`src/rtl/por_seq_pkg.sv`:
```
package por_seq_pkg;

  typedef enum logic [2:0] {
    ST_IDLE = 3'd0,
    ST_IPOR = 3'd1,
    ST_PLL  = 3'd2,
    ST_DLL  = 3'd3,
    ST_HRST = 3'd4,
    ST_RUN  = 3'd5
  } seq_state_e;

  // Span from PLL lock to hard-reset release, picked by the captured DLL strap.
  function automatic int unsigned hrst_span(input logic dll_on,
                                            input int unsigned with_dll,
                                            input int unsigned without_dll);
    return dll_on ? with_dll : without_dll;
  endfunction

  // A boot code with its upper bit set is reserved.
  function automatic logic boot_reserved(input logic [1:0] code);
    return code[1];
  endfunction

  function automatic int unsigned max2(input int unsigned a, input int unsigned b);
    return (a > b) ? a : b;
  endfunction

endpackage

```
`src/rtl/por_qual.sv`:
```
module por_qual #(
  parameter int unsigned QUAL_CYC = 16
) (
  input  logic clk,
  input  logic ext_por_n,
  output logic qual_rst
);
  localparam int unsigned LW = $clog2(QUAL_CYC + 1);

  logic [LW-1:0] lo_cnt;

  always_ff @(posedge clk) begin
    if (ext_por_n)
      lo_cnt <= '0;
    else if (lo_cnt != LW'(QUAL_CYC))
      lo_cnt <= lo_cnt + 1'b1;
  end

  // Qualified on the QUAL_CYC-th consecutive low sample, held while low.
  assign qual_rst = !ext_por_n && (lo_cnt >= LW'(QUAL_CYC - 1));

  // a reset cannot qualify on the first low sample after a high one
  p_no_instant_qual_r2: assert property (@(posedge clk) disable iff (ext_por_n)
    qual_rst |-> !$past(ext_por_n));

endmodule

```
`src/rtl/por_strap_cap.sv`:
```
module por_strap_cap
  import por_seq_pkg::*;
(
  input  logic       clk,
  input  logic       rst_i,
  input  logic       capture_i,
  input  logic       strap_cfg,
  input  logic       strap_host,
  input  logic [1:0] strap_boot,
  output logic       cfg_slave_o,
  output logic       host_en_o,
  output logic       bus32_o,
  output logic       host_cfg_req_o,
  output logic [1:0] boot_sel_o,
  output logic       boot_err_o
);

  always_ff @(posedge clk) begin
    if (rst_i) begin
      cfg_slave_o    <= 1'b0;
      host_en_o      <= 1'b0;
      bus32_o        <= 1'b0;
      host_cfg_req_o <= 1'b0;
      boot_sel_o     <= 2'b00;
      boot_err_o     <= 1'b0;
    end else if (capture_i) begin
      cfg_slave_o    <= strap_cfg;
      host_en_o      <= strap_host;
      bus32_o        <= strap_host;
      host_cfg_req_o <= strap_host;
      boot_sel_o     <= strap_boot;
      boot_err_o     <= boot_reserved(strap_boot);
    end
  end

  // captured straps hold between capture events
  p_strap_hold_r12: assert property (@(posedge clk) disable iff (rst_i)
    !capture_i |=> $stable(cfg_slave_o) && $stable(boot_sel_o) && $stable(host_en_o));

  // the three host-derived flags always agree
  p_host_flags_r8: assert property (@(posedge clk) disable iff (rst_i)
    capture_i |=> (host_en_o == bus32_o) && (bus32_o == host_cfg_req_o));

  // an error flag only ever appears with a reserved code
  p_boot_err_r9: assert property (@(posedge clk) disable iff (rst_i)
    $rose(boot_err_o) |-> boot_sel_o[1]);

endmodule

```
`src/rtl/por_seq_fsm.sv`:
```
module por_seq_fsm
  import por_seq_pkg::*;
#(
  parameter int unsigned IPOR_CYC       = 1024,
  parameter int unsigned PLL_CYC        = 800,
  parameter int unsigned DLL_CYC        = 3073,
  parameter int unsigned HRST_DLL_CYC   = 3585,
  parameter int unsigned HRST_NODLL_CYC = 512
) (
  input  logic       clk,
  input  logic       rst_i,
  input  logic       ext_por_n,
  input  logic       dll_en,
  input  logic       strap_dbg,
  output logic       capture_o,
  output logic [2:0] state_o,
  output logic       int_por_n_o,
  output logic       pll_lock_o,
  output logic       dll_lock_o,
  output logic       hard_rst_n_o,
  output logic       dbg_mode_o,
  output logic       norm_run_o
);
  localparam int unsigned MAXC =
    max2(max2(IPOR_CYC, PLL_CYC), max2(max2(DLL_CYC, HRST_DLL_CYC), HRST_NODLL_CYC));
  localparam int unsigned CW = $clog2(MAXC + 1);

  seq_state_e    state_q;
  logic [CW-1:0] cnt_q;
  logic          dll_on_q;
  logic          dbg_q;

  // Named internal events.
  logic ipor_done, pll_done, dll_done, hrst_done;
  assign ipor_done = (cnt_q == CW'(IPOR_CYC - 1));
  assign pll_done  = (cnt_q == CW'(PLL_CYC - 1));
  assign dll_done  = (cnt_q == CW'(DLL_CYC - 1));
  assign hrst_done = (cnt_q == CW'(hrst_span(dll_on_q, HRST_DLL_CYC, HRST_NODLL_CYC) - 1));

  assign capture_o = !rst_i && ext_por_n && (state_q == ST_IDLE);
  assign state_o   = state_q;

  always_ff @(posedge clk) begin
    if (rst_i) begin
      state_q      <= ST_IDLE;
      cnt_q        <= '0;
      dll_on_q     <= 1'b0;
      dbg_q        <= 1'b0;
      int_por_n_o  <= 1'b0;
      pll_lock_o   <= 1'b0;
      dll_lock_o   <= 1'b0;
      hard_rst_n_o <= 1'b0;
      dbg_mode_o   <= 1'b0;
      norm_run_o   <= 1'b0;
    end else begin
      unique case (state_q)
        ST_IDLE: if (ext_por_n) begin
          state_q  <= ST_IPOR;
          cnt_q    <= '0;
          dll_on_q <= dll_en;
        end
        ST_IPOR: if (ipor_done) begin
          int_por_n_o <= 1'b1;
          state_q     <= ST_PLL;
          cnt_q       <= '0;
        end else cnt_q <= cnt_q + 1'b1;
        ST_PLL: if (pll_done) begin
          pll_lock_o <= 1'b1;
          dbg_q      <= strap_dbg;
          cnt_q      <= '0;
          if (dll_on_q) state_q <= ST_DLL;
          else begin
            state_q    <= ST_HRST;
            dll_lock_o <= 1'b1;
          end
        end else cnt_q <= cnt_q + 1'b1;
        ST_DLL: begin
          cnt_q <= cnt_q + 1'b1;
          if (dll_done) begin
            dll_lock_o <= 1'b1;
            state_q    <= ST_HRST;
          end
        end
        ST_HRST: begin
          cnt_q <= cnt_q + 1'b1;
          if (hrst_done) begin
            hard_rst_n_o <= 1'b1;
            dbg_mode_o   <= dbg_q;
            norm_run_o   <= !dbg_q;
            state_q      <= ST_RUN;
          end
        end
        ST_RUN: ;
        default: state_q <= ST_IDLE;
      endcase
    end
  end

  // PLL lock never rises while internal reset is held
  p_pll_after_ipor_r4: assert property (@(posedge clk) disable iff (rst_i)
    $rose(pll_lock_o) |-> int_por_n_o);

  // the DLL wait phase only exists between the two lock flags
  p_dll_phase_r5: assert property (@(posedge clk) disable iff (rst_i)
    (state_q == ST_DLL) |-> pll_lock_o && !dll_lock_o);

  // hard reset released only with both locks present
  p_hrst_locks_r6: assert property (@(posedge clk) disable iff (rst_i)
    hard_rst_n_o |-> pll_lock_o && dll_lock_o);

  // debug and normal entry are exclusive and follow hard-reset release
  p_mode_excl_r10: assert property (@(posedge clk) disable iff (rst_i)
    (dbg_mode_o || norm_run_o) |-> hard_rst_n_o && !(dbg_mode_o && norm_run_o));

  // running phase once hard reset is released
  p_run_state_r11: assert property (@(posedge clk) disable iff (rst_i)
    $rose(hard_rst_n_o) |-> state_q == ST_RUN);

endmodule

```
`src/rtl/por_seq_top.sv`:
```
module por_seq_top
  import por_seq_pkg::*;
#(
  parameter int unsigned QUAL_CYC       = 16,
  parameter int unsigned IPOR_CYC       = 1024,
  parameter int unsigned PLL_CYC        = 800,
  parameter int unsigned DLL_CYC        = 3073,
  parameter int unsigned HRST_DLL_CYC   = 3585,
  parameter int unsigned HRST_NODLL_CYC = 512
) (
  input  logic       clk,
  input  logic       ext_por_n,
  input  logic       dll_en,
  input  logic       strap_cfg,
  input  logic       strap_host,
  input  logic [1:0] strap_boot,
  input  logic       strap_dbg,
  output logic       int_por_n,
  output logic       pll_lock,
  output logic       dll_lock,
  output logic       hard_rst_n,
  output logic       cfg_slave,
  output logic       host_en,
  output logic       bus32,
  output logic       host_cfg_req,
  output logic [1:0] boot_sel,
  output logic       boot_err,
  output logic       dbg_mode,
  output logic       norm_run,
  output logic [2:0] state_o
);

  logic qual_rst;
  logic capture;

  por_qual #(.QUAL_CYC(QUAL_CYC)) u_qual (
    .clk       (clk),
    .ext_por_n (ext_por_n),
    .qual_rst  (qual_rst)
  );

  por_seq_fsm #(
    .IPOR_CYC       (IPOR_CYC),
    .PLL_CYC        (PLL_CYC),
    .DLL_CYC        (DLL_CYC),
    .HRST_DLL_CYC   (HRST_DLL_CYC),
    .HRST_NODLL_CYC (HRST_NODLL_CYC)
  ) u_fsm (
    .clk          (clk),
    .rst_i        (qual_rst),
    .ext_por_n    (ext_por_n),
    .dll_en       (dll_en),
    .strap_dbg    (strap_dbg),
    .capture_o    (capture),
    .state_o      (state_o),
    .int_por_n_o  (int_por_n),
    .pll_lock_o   (pll_lock),
    .dll_lock_o   (dll_lock),
    .hard_rst_n_o (hard_rst_n),
    .dbg_mode_o   (dbg_mode),
    .norm_run_o   (norm_run)
  );

  por_strap_cap u_strap (
    .clk            (clk),
    .rst_i          (qual_rst),
    .capture_i      (capture),
    .strap_cfg      (strap_cfg),
    .strap_host     (strap_host),
    .strap_boot     (strap_boot),
    .cfg_slave_o    (cfg_slave),
    .host_en_o      (host_en),
    .bus32_o        (bus32),
    .host_cfg_req_o (host_cfg_req),
    .boot_sel_o     (boot_sel),
    .boot_err_o     (boot_err)
  );

  // a qualified reset leaves everything cleared on the next edge
  p_reset_clear_r1: assert property (@(posedge clk) disable iff (ext_por_n)
    qual_rst |=> (state_o == 3'd0) && !int_por_n && !hard_rst_n && !pll_lock
                 && !dll_lock && !cfg_slave && !host_en && !boot_err);

  // internal reset released only after leaving the idle phase
  p_ipor_release_r3: assert property (@(posedge clk) disable iff (qual_rst)
    $rose(int_por_n) |-> $past(state_o) == 3'd1);

endmodule

```
`config.mk`:
```
export PLATFORM = sky130hd
export DESIGN_NAME = por_seq_top
export DESIGN_NICKNAME = d
export VERILOG_FILES = /design/src/rtl/por_seq_pkg.sv /design/src/rtl/por_qual.sv /design/src/rtl/por_strap_cap.sv /design/src/rtl/por_seq_fsm.sv /design/src/rtl/por_seq_top.sv
export SDC_FILE = /design/constraint.sdc
export NUM_CORES = 1
export LEC_CHECK = 0
export ABC_AREA = 0
export BUFFER_PORTS_ARGS = -buffer_cell sky130_fd_sc_hd__buf_2
export CAP_MARGIN = 20
export CORE_MARGIN = 5
export CORE_UTILIZATION = 57
export DETAILED_ROUTE_END_ITERATION = 6
export PLACE_DENSITY = 0.89
export SETUP_SLACK_MARGIN = 0.02
export SKIP_CTS_REPAIR_TIMING = 1
export SLEW_MARGIN = 20
export SYNTH_ARGS = -nofsm -noshare
export SYNTH_HDL_FRONTEND = slang
export SYNTH_SLANG_ARGS = --single-unit
```
`constraint.sdc`:
```
create_clock -name clk -period 2.22 [get_ports clk]
set_input_delay 0.333 -clock clk [delete_from_list [all_inputs] [get_ports clk]]
set_output_delay 0.333 -clock clk [all_outputs]
set_load 0.01 [all_outputs]
```
Yosys cells after proc, flatten, opt, wreduce, memory -nomap -nowiden

Cells that the tools add are included.

Register bits after elaboration: 33
Output and inout port bits: 16
Word-level logic and storage cells: 69

Add/subtract/negate cells: 3
$lt $le $gt $ge: 1
Eq/ne operators: 16
Mux-type cells: 16
Bitwise gates (word level): 1
Reduce and logical (&&, ||, !) cells: 17

Operators with widths:

| kind                                                                                | number |
|---|---|
| 12-bit two-way mux                                                                  | 4 |
| 12-bit case mux with 4 select lines                                                 | 1 |
| 12-bit by 10-bit == test with 1-bit output, second input constant                   | 2 |
| 3-bit two-way mux                                                                   | 6 |
| 3-bit case mux with 6 select lines                                                  | 1 |
| 12-bit by 1-bit adder with 12-bit output, second input constant                     | 1 |
| 12-bit == test                                                                      | 1 |
| 12-bit == test, second input constant                                               | 1 |
| 12-bit by 1-bit subtractor with 12-bit output, second input constant                | 1 |
| 2-bit AND reduction                                                                 | 5 |
| 2-bit by 1-bit != test with 1-bit output, second input constant                     | 4 |
| 3-bit by 2-bit == test with 1-bit output, second input constant                     | 2 |
| 3-bit == test, second input constant                                                | 2 |
| 6-bit AND reduction                                                                 | 1 |
| 5-bit by 1-bit adder with 5-bit output, second input constant                       | 1 |
| 5-bit by 4-bit greater-or-equal comparator with 1-bit output, second input constant | 1 |
| 5-bit != test, second input constant                                                | 1 |
| 2-bit != test, second input constant                                                | 2 |
| 4-bit AND reduction                                                                 | 1 |
| 4-bit nonzero test                                                                  | 1 |
| 3-bit by 1-bit == test with 1-bit output, second input constant                     | 1 |
| 1-bit logical AND                                                                   | 3 |
| 1-bit logical NOT                                                                   | 3 |
| 3-bit logical NOT                                                                   | 1 |
| 5 further kinds                                                                     | 7 |

Depth between registers and ports, before layout

Depth after elaboration: 5
Depth in mapped cells: 9
Depth with buffers taken out: 8

Cells and area by module

A second synthesis with hierarchy kept.

Cells, all modules: 222
Area total of the unflattened synthesis: 1,830.5 µm²

Modules (own cells, without submodules):

| module        | instances | cells an instance | area each (µm²) | seq. area each (µm²) |
|---|---|---|---|---|
| por_seq_fsm   | 1         | 176               | 1,378.8         | 460.4 |
| por_qual      | 1         | 30                | 289.0           | 100.1 |
| por_strap_cap | 1         | 16                | 162.7           | 80.1 |

Worst setup path after synthesis

Ideal clock, no wire load.

Path kind: register to register
Start: register u_fsm.cnt_q[1]
End: register u_fsm.cnt_q[5]
Setup time: 0.124 ns
Arrival time: 1.906 ns
Data required time: 2.096 ns
Slack: 0.190 ns
Cell stages (with the launch flop): 8
Period minus slack after synthesis: 2.030 ns
Cell sequence: dfxtp_1 ha_1 nand4_2 nor4_1 o211ai_2 buf_2 a31oi_1 o22ai_1

Cells in the longest elaborated chain, start to end: 3
Elaborated cells on any way between the ends: 6
Classes of those cells: 1 x add/sub; 2 x eq/ne; 3 x mux

RTL lines:

| element                                                          | RTL line                             | text |
|---|---|---|
| from (decl)                                                      | por_seq_fsm.sv:29                    | `logic [CW-1:0] cnt_q;` |
| from (signal assigned)                                           | por_seq_fsm.sv:66                    | `end else cnt_q <= cnt_q + 1'b1;` |
| from (signal assigned)                                           | por_seq_fsm.sv:76                    | `end else cnt_q <= cnt_q + 1'b1;` |
| from (signal assigned)                                           | por_seq_fsm.sv:78                    | `cnt_q <= cnt_q + 1'b1;` |
| 12-bit by 1-bit adder with 12-bit output (tied with other cells) | n/a                                  |  |
| 12-bit two-way mux, on equally long branches                     | por_seq_fsm.sv:67, por_seq_fsm.sv:62 |  |
| 12-bit case mux with 4 select lines *                            | por_seq_fsm.sv:56                    | `unique case (state_q)` |

Mark *: on every way between the ends. The rest lies on a longest branch, timed or not.
A chain may end at the register's enable or synchronous reset.

Final worst setup path

Start: register u_fsm.cnt_q[0]
End: register u_fsm.cnt_q[2]

The elaborated chain is that of the path after synthesis.

==> results.json <==
{
  "status": "finished, final reports clean",
  "drt_first_pass_iters": 4,
  "syn_avg_cell_area_um2": 8.169,
  "die_area_um2": 4427,
  "track_usage": 0.2297,
  "num_io_pins": 24,
  "dpl.cell_count": 284,
  "fin_cells": 292,
  "path_max_fanout": 13,
  "tightest_slew_ps": 577.4,
  "root_buffer": "clkbuf_4",
  "setup_viol": 0,
  "globalplace.congestion": 0.8968,
  "synth_seq_area_share": 0.3516,
  "syn_to_final_growth_pct": 13.26,
  "clockPowerShare": 0.214,
  "period_share": 0.9347,
  "synth_edf_count": 0,
  "startpoint_type": "flip-flop",
  "clk_pin_slew_ps": 100,
  "synth_cell_types": 55,
  "path_class": "flip-flop to flip-flop",
  "hp-class": "input port to flip-flop",
  "netlist_area_um2": 1822,
  "clock_path_buffers": 2,
  "cts_tree": "yes",
  "ys.flop_type": "dfxtp_1",
  "drive_above_1_share": 0.2218,
  "fill_cells": 257,
  "max-cap-violations": 0,
  "antenna_found_initial": 0,
  "cts_sinks": 32,
  "rows": 20,
  "whs_ps": 225.9,
  "finClkSkew_ps": 2.071,
  "port_buffers": 23,
  "wl_mm": 4.423,
  "cp_data_required_time_ps": 2450,
  "die_h_um": 66.54,
  "yosysWarnings": 0,
  "grt-ovfl-total": 0,
  "power_leakage_nw": 0.8069,
  "diodes": 0,
  "slew_violations": 0,
  "ir_drop_v": 0.0007440,
  "worstPathArrival_ps": 2300,
  "cts_made_buffers": 5,
  "ys_seq_elements": 32,
  "maxSlewHeadroom": 0.6136,
  "routed_via_density": 5.856,
  "cellInternalPower_mw": 1.290,
  "power_density_nw_per_um2": 1002,
  "hold_viol_final": 0,
  "vias": 1710,
  "fin_crit_ps": 2075,
  "max_freq_mhz": 481.9,
  "start_util": 0.5967,
  "htreeDepth": 2,
  "nets": 260,
  "remaining_drc_errors": 0,
  "drt_iter0_drc": 73,
  "wire_per_inst_um": 15.15,
  "ant_nets": 0,
  "synthCells": 223,
  "setup_tns_ps": 0,
  "grt_max_degree": 19,
  "grt_pass1_wl_mm": 7.797,
  "rsz0062_at_grt": "true",
  "dp_hpwl_mm": 3.279,
  "clk_latency_ps": 340,
  "grt_pass1_vias": 1693,
  "syn_nets": 236,
  "fp.dieW_um": 66.54,
  "worst_setup_path_end_kind": "flip-flop",
  "p_seq_frac": 0.391,
  "net-switching-power_mw": 0.7770,
  "async_flop_share": 0,
  "switching_share": 0.3760,
  "core-area_um2": 3053,
  "pwr-share-comb": 0.395
}
-- per-layer routing --
layer | vias up | GRT usage | part of all wire
li1 | 830 | - | -
met1 | 796 | 0.2742 | 0.40
met2 | 70 | 0.3779 | 0.49
met3 | 14 | 0.06071 | 0.084
met4 | 0 | 0.1142 | 0.023
met5 | - | 0 | 0
-- final timing paths --
kind	startpoint	endpoint	slack [ps]	cells past startpoint
setup / recovery	u_fsm.cnt_q[0]	u_fsm.cnt_q[2]	140	8
hold / removal	dll_en	u_fsm.dll_on_q	230	3
setup reg to reg	u_fsm.cnt_q[0]	u_fsm.cnt_q[2]	140	8
hold reg to reg	u_fsm.pll_lock_o	u_fsm.pll_lock_o	480	1
-- placed cells by master, fill, tap and decap left out, types with 5 or more instances in the layout --
master,n
ha_1,5
buf_2,23
a21oi_1,7
nand3_1,8
a31oi_1,7
inv_1,15
nand2_1,15
dfxtp_1,31
nand4_1,6
nor2_1,29
nor3_1,11
buf_4,12
clkbuf_4,5
mux2i_1,11
-- worst max-delay path, cell delays in order (launching register included) --
cell      delay (ps)
dfxtp_1          360
ha_1             230
nand4_2          220
nor4_1           360
buf_4            190
o211ai_2         110
buf_4            210
a31oi_1          170
mux2i_1          100
-- cells in the mapped netlist, types with 4 or more instances --
master    number  area share
dfxtp_1       32        0.35
clkbuf_1       8       0.016
a21oi_1        7       0.019
nand3_1        8       0.022
nor2_1        29       0.060
a31oi_1        7       0.024
nand2_1       15       0.031
ha_1           5       0.034
nor3_1        11       0.030
buf_4          4       0.016
mux2i_1       11       0.060
nand4_1        6       0.021
inv_1         15       0.031
o21ai_1        4       0.011
buf_2          5       0.014
-- power groups by stage --
| stage | sequential, mW | clock (mW) | combinational [mW] |
|---|---|---|---|
| floorplan | 0.804 | 0 | 0.584 |
| global placement | 0.809 | 0 | 0.776 |
| detailed placement | 0.818 | 0 | 0.809 |
| CTS | 0.804 | 0.449 | 0.816 |
| global route | 0.823 | 0.474 | 0.921 |
| finish | 0.808 | 0.443 | 0.816 |
-- sequential cells by signal, indices dropped and copies added, names as in the netlist --
register / cells
u_fsm.int_por_n_o: 1
u_fsm.dbg_q: 1
u_strap.cfg_slave_o: 1
u_fsm.dll_lock_o: 1
u_fsm.dbg_mode_o: 1
u_fsm.cnt_q: 12
u_fsm.pll_lock_o: 1
u_strap.bus32_o: 1
u_fsm.norm_run_o: 1
u_fsm.dll_on_q: 1
u_fsm.hard_rst_n_o: 1
u_strap.boot_sel_o: 2
u_qual.lo_cnt: 5
u_fsm.state_o: 3
-- layout make-up --
class	count	area (um^2)	share of cell area
Clock inverter	2	35.03	0.01698
Inverter	15	56.30	0.02729
Clock buffer	6	41.29	0.02001
Multi-Input combinational cell	158	1028	0.4985
Sequential cell	32	641.9	0.3111
Tap cell	44	55.05	0.02668
Timing Repair Buffer	35	205.2	0.09945
-- kinds of logic (layout without fill, tap and decap cells) --
| family | count (synthesis) | count (layout) | synth area share |
|---|---|---|---|
| fa+ha+maj | 5 | 5 | 0.03434 |
| compound gates | 37 | 37 | 0.1449 |
| simple gates | 100 | 100 | 0.3008 |
| mux | 11 | 11 | 0.06044 |
| flops | 32 | 32 | 0.3516 |
| buf+inv | 33 | 58 | 0.08379 |
| xor+xnor | 5 | 5 | 0.02404 |
-- per-stage QoR --
| stage | cell area (um^2) | util | setup slack, ps | total power, mW |
|---|---|---|---|---|
| 2_1_floorplan | 1822 | - | 190.1 | 1.387 |
| 3_5_place_dp | 1986 | 0.6504 | 189.2 | 1.627 |
| 3_3_place_gp | 1986 | 0.6504 | 246.2 | 1.585 |
| 4_1_cts | 2062 | 0.6754 | 180.2 | 2.069 |
| 5_1_grt | 2063 | 0.6758 | 18.91 | 2.218 |
| 6_report | 2063 | 0.6758 | 145.0 | 2.067 |
Power figures use the tool's default switching activity.
